--- src/rtl/dacfe_pkg.sv ---
package dacfe_pkg;

  typedef enum logic {
    UPD_ON_CS   = 1'b0,
    UPD_ON_LDAC = 1'b1
  } upd_mode_e;

  // lane positions inside the synchronized input vector
  localparam int unsigned LN_SCLK  = 0;
  localparam int unsigned LN_CS    = 1;
  localparam int unsigned LN_LDAC  = 2;
  localparam int unsigned LN_DIN   = 3;
  localparam int unsigned LN_COUNT = 4;

endpackage

--- src/rtl/dacfe_sync.sv ---
module dacfe_sync #(
  parameter int unsigned   W      = 4,
  parameter int unsigned   STAGES = 2,
  parameter logic [W-1:0]  IDLE   = '0
) (
  input  logic         clk,
  input  logic         rst_n,
  input  logic [W-1:0] raw_i,
  output logic [W-1:0] lvl_o
);

  logic [STAGES-1:0][W-1:0] chain_q;
  logic [STAGES-1:0][W-1:0] chain_d;

  generate
    if (STAGES == 1) begin : g_single
      assign chain_d = raw_i;
    end else begin : g_multi
      assign chain_d = {chain_q[STAGES-2:0], raw_i};
    end
  endgenerate

  always_ff @(posedge clk or negedge rst_n) begin
    if (!rst_n) begin
      chain_q <= {STAGES{IDLE}};
    end else begin
      chain_q <= chain_d;
    end
  end

  assign lvl_o = chain_q[STAGES-1];

endmodule

--- src/rtl/dacfe_shift.sv ---
module dacfe_shift #(
  parameter int unsigned W = 14
) (
  input  logic         clk,
  input  logic         shift_en_i,
  input  logic         bit_i,
  output logic [W-1:0] word_q_o,
  output logic [W-1:0] word_nxt_o
);

  // deliberately without reset: contents persist across reset
  logic [W-1:0] word_q;

  always_comb begin
    word_nxt_o = word_q;
    if (shift_en_i) begin
      word_nxt_o = {word_q[W-2:0], bit_i};
    end
  end

  always_ff @(posedge clk) begin
    if (shift_en_i) begin
      word_q <= word_nxt_o;
    end
  end

  assign word_q_o = word_q;

endmodule

--- src/rtl/dacfe_latch.sv ---
module dacfe_latch
  import dacfe_pkg::*;
#(
  parameter int unsigned W = 14
) (
  input  logic         clk,
  input  logic         rst_n,
  input  upd_mode_e    mode_i,
  input  logic         cs_rise_i,
  input  logic         ldac_fall_i,
  input  logic         desel_i,
  input  logic [W-1:0] data_i,
  output logic [W-1:0] code_o,
  output logic         wr_o
);

  logic [W-1:0] code_q;
  logic         wr_q;
  logic         load;

  always_comb begin
    if (mode_i == UPD_ON_LDAC) begin
      load = ldac_fall_i & desel_i;
    end else begin
      load = cs_rise_i;
    end
  end

  always_ff @(posedge clk or negedge rst_n) begin
    if (!rst_n) begin
      code_q <= '0;
      wr_q   <= 1'b0;
    end else begin
      wr_q <= load;
      if (load) begin
        code_q <= data_i;
      end
    end
  end

  assign code_o = code_q;
  assign wr_o   = wr_q;

endmodule

--- src/rtl/dac_serial_front.sv ---
module dac_serial_front
  import dacfe_pkg::*;
#(
  parameter int unsigned WORD_W      = 14,
  parameter int unsigned SYNC_STAGES = 2
) (
  input  logic              clk,
  input  logic              rst_n,
  input  logic              cs_n_i,
  input  logic              sclk_i,
  input  logic              din_i,
  input  logic              ldac_n_i,
  input  logic              upd_mode_i,
  output logic [WORD_W-1:0] dac_code_o,
  output logic              dac_wr_o
);

  localparam logic [LN_COUNT-1:0] IDLE_LVL =
    LN_COUNT'((1 << LN_CS) | (1 << LN_LDAC));

  logic [LN_COUNT-1:0] raw;
  logic [LN_COUNT-1:0] lvl;
  logic [LN_COUNT-1:0] prev_q;

  logic              sclk_rise;
  logic              cs_rise;
  logic              ldac_fall;
  logic              desel;
  logic              cs_prev_hi;
  logic              shift_en;
  logic              din_s;
  logic [WORD_W-1:0] shift_q;
  logic [WORD_W-1:0] shift_nxt;
  upd_mode_e         mode;

  assign raw[LN_SCLK] = sclk_i;
  assign raw[LN_CS]   = cs_n_i;
  assign raw[LN_LDAC] = ldac_n_i;
  assign raw[LN_DIN]  = din_i;

  dacfe_sync #(
    .W      (LN_COUNT),
    .STAGES (SYNC_STAGES),
    .IDLE   (IDLE_LVL)
  ) u_sync (
    .clk   (clk),
    .rst_n (rst_n),
    .raw_i (raw),
    .lvl_o (lvl)
  );

  // one-cycle-old copy for edge detection and pre-edge data sampling
  always_ff @(posedge clk or negedge rst_n) begin
    if (!rst_n) begin
      prev_q <= IDLE_LVL;
    end else begin
      prev_q <= lvl;
    end
  end

  assign sclk_rise  = lvl[LN_SCLK] & ~prev_q[LN_SCLK];
  assign cs_rise    = lvl[LN_CS] & ~prev_q[LN_CS];
  assign ldac_fall  = ~lvl[LN_LDAC] & prev_q[LN_LDAC];
  assign desel      = lvl[LN_CS];
  assign cs_prev_hi = prev_q[LN_CS];
  assign shift_en   = sclk_rise & ~cs_prev_hi;
  assign din_s      = prev_q[LN_DIN];
  assign mode       = upd_mode_e'(upd_mode_i);

  dacfe_shift #(
    .W (WORD_W)
  ) u_shift (
    .clk        (clk),
    .shift_en_i (shift_en),
    .bit_i      (din_s),
    .word_q_o   (shift_q),
    .word_nxt_o (shift_nxt)
  );

  dacfe_latch #(
    .W (WORD_W)
  ) u_latch (
    .clk         (clk),
    .rst_n       (rst_n),
    .mode_i      (mode),
    .cs_rise_i   (cs_rise),
    .ldac_fall_i (ldac_fall),
    .desel_i     (desel),
    .data_i      (shift_nxt),
    .code_o      (dac_code_o),
    .wr_o        (dac_wr_o)
  );

endmodule

--- config.mk ---
export PLATFORM = sky130hd
export DESIGN_NAME = dac_serial_front
export DESIGN_NICKNAME = d
export VERILOG_FILES = /design/src/rtl/dacfe_pkg.sv /design/src/rtl/dacfe_sync.sv /design/src/rtl/dacfe_shift.sv /design/src/rtl/dacfe_latch.sv /design/src/rtl/dac_serial_front.sv
export SDC_FILE = /design/constraint.sdc
export NUM_CORES = 1
export LEC_CHECK = 0
export BUFFER_PORTS_ARGS = -buffer_cell sky130_fd_sc_hd__buf_4
export CAP_MARGIN = 20
export CORE_MARGIN = 5
export CORE_UTILIZATION = 50
export DETAILED_ROUTE_END_ITERATION = 16
export PLACE_DENSITY = 0.71
export SLEW_MARGIN = 20
export SYNTH_ARGS = -nofsm -noshare
export SYNTH_HDL_FRONTEND = slang
export SYNTH_SLANG_ARGS = --single-unit
export TNS_END_PERCENT = 5
--- constraint.sdc ---
create_clock -name clk -period 3.3 [get_ports clk]
set_clock_uncertainty 0.05 [all_clocks]
set_input_delay 0.495 -clock clk [delete_from_list [all_inputs] [get_ports clk]]
set_output_delay 0.495 -clock clk [all_outputs]
set_load 0.005 [all_outputs]
==> metrics.txt <==
vias in the first global route=718; Max Cap Violations=0; placer congestion estimate=0.683; Sinks on Clock Net=41; Non-Filler Instances=148; Die Y=66.1 µm; register area share after synthesis=70.1%; PwrDens=535 nW/µm²; hold path depth=1; CTS Buf Count=5; nets@finish=110; Max VDD drop=0.332 mV; post-route ant nets=0; Crit. Startpoint=prev_q[2]$_DFF_PN1_; Placed Cells=139; Initial Util=52.0%; Min-Delay Endpoint=u_sync.chain_d[4]$_DFF_PN0_; RR Startpoint=prev_q[2]$_DFF_PN1_; CTS root buffer=clkbuf_4; ant diodes=0; CP arrival=2080 ps; Placed Area=1750 µm²; FF+latch count, synth=41; initial antenna violation count=0; Hold Crit Class=input port to register; routed via count=689; Max Clk Rate=524 MHz; Pre-antenna DRT Iters=2; Worst setup SP type=register; CTS max path bufs=2; Final Slew Violations=0; first-pass GRT wire length=3410 µm; Die Wd=66.1 µm; fraction of layout cells with a size suffix above 1=59.6%; drt drc=0; outcome=finished, final reports clean; Leak=0.764 nW; clock latency on the worst-skew pair=330 ps; htree depth=2; Post-Syn Instances=76; via-per-instance ratio=4.66; Slew @ Worst Pin=837 ps; r2r setup slk=1390 ps; Tcrit/Tclk final=57.8%; reg-to-reg endpoint=u_latch.code_o[1]$_DFFE_PN0P_; Detailed Place HPWL=1330 µm; Placement Rows=20; Syn Std Cell Area=1580 µm²; Wirelength per Cell=14.0 µm; GRT overflow=0; final setup fails=0; final setup TNS=0 ps; Area Overhead vs Synth=15.0%; CP Max Fanout=15; Distinct cells, synth=11; number of I/O pins=22; CP endpoint kind=register; CTS tree=done; Starting DRT DRC Count=30; DRT Wirelength=2070 µm; Worst Path Required=3470 ps; Die ar.=4370 µm²; Yosys warnings=0; Synthesized Nets=83; reg2reg path depth=3; core area=3030 µm²; Clock transition at path regs=110 ps; min-delay src=sclk_i; Setup CP Type=register to register; Slew HR=44.2%; gr usage total=10.9%; largest net degree at the start of global routing=29; syn avg cell area=20.7 µm²; Hold Vio Cnt, Final=0; fin crit period=1910 ps; post-route cell area=1810 µm²; RSZ-0062 raised after global routing=no; Port-buffer cells=21
-- final cells by class --
class	count	area, µm²
clock buffers	8	48.8
well taps	44	55.1
repair buffers	23	175
multi-input cells	32	429
flip-flops and latches	41	1100
fillers	239	1220
-- worst max-delay path by stage --
| stage | slack (ps) | end |
|---|---|---|
| floorplan | 1650 | u_latch.code_o[10]$_DFFE_PN0P_ |
| global placement | 1320 | u_latch.code_o[1]$_DFFE_PN0P_ |
| detailed placement | 1290 | u_latch.code_o[1]$_DFFE_PN0P_ |
| CTS | 1360 | u_latch.code_o[1]$_DFFE_PN0P_ |
| global route | 1290 | u_latch.code_o[0]$_DFFE_PN0P_ |
| finish | 1390 | u_latch.code_o[1]$_DFFE_PN0P_ |
-- critical path: stages, from the launching register on --
cell and delay (ps):
dfstp_2 530, and3b_1 140, o21a_1 660, mux2_2 410
-- metal layers --
layer,wire [µm],track usage (%),vias to the layer above
li1,-,-,326
met4,41,5.33,0
met5,0,0,-
met1,1010,13.8,341
met3,121,5.78,5
met2,895,15.2,17
-- placed cells by master, fill, tap and decap left out --
master          n
dfstp_2         6
clkbuf_1        3
edfxtp_1       14
nor2_1          1
dlygate4sd3_1   1
nor3b_4         1
dfrtp_1        21
mux2_4         20
mux2_2          8
clkbuf_4        5
and3b_1         1
buf_4          22
o21a_1          1
-- stage by stage --
step	hold WS [ps]	utilization (%)	total power, mW	worst slack [ps]
3_5_place_dp	286	57.9	0.756	1290
6_report	209	59.8	0.970	1390
4_1_cts	187	59.8	0.990	1360
3_3_place_gp	284	57.9	0.752	1320
2_1_floorplan	149	-	0.683	1650
5_1_grt	165	59.8	1.03	1290
-- cell usage after synthesis --
cell | instances | area [µm²]
dfstp_2 | 6 | 158
and3b_1 | 1 | 8.76
mux2_2 | 8 | 90.1
mux2_4 | 20 | 300
nor2_1 | 1 | 3.75
nor3b_4 | 1 | 18.8
dfrtp_1 | 21 | 526
buf_6 | 2 | 22.5
buf_12 | 1 | 20.0
o21a_1 | 1 | 7.51
edfxtp_1 | 14 | 420
-- sequential cells by signal, indices dropped and copies added (netlist names) --
name,count
u_shift.word_q_o,14
u_sync.chain_d,4
prev_q,4
u_sync.lvl_o,4
u_latch.wr_o,1
u_latch.code_o,14
-- cells by family after synthesis --
kind of cell,synth area share (%)
simple gates,1.99
compound gates,0.477
buf+inv,2.70
mux,24.8
flops,70.1
-- power breakdown --
part           switching, mW  internal, mW  leakage [nW]
sequential            0.0240         0.576         0.436
clock                  0.142        0.0850        0.0265
combinational         0.0452        0.0982         0.301
total                  0.211         0.759         0.764
-- timing repair --
item / in CTS / in global routing
hold buffers: 1 / 0
gates resized for setup: 0 / 0
buffers inserted: 0 / 0
hold endpoints to repair: 15 / 0
Power figures use the tool's default switching activity.
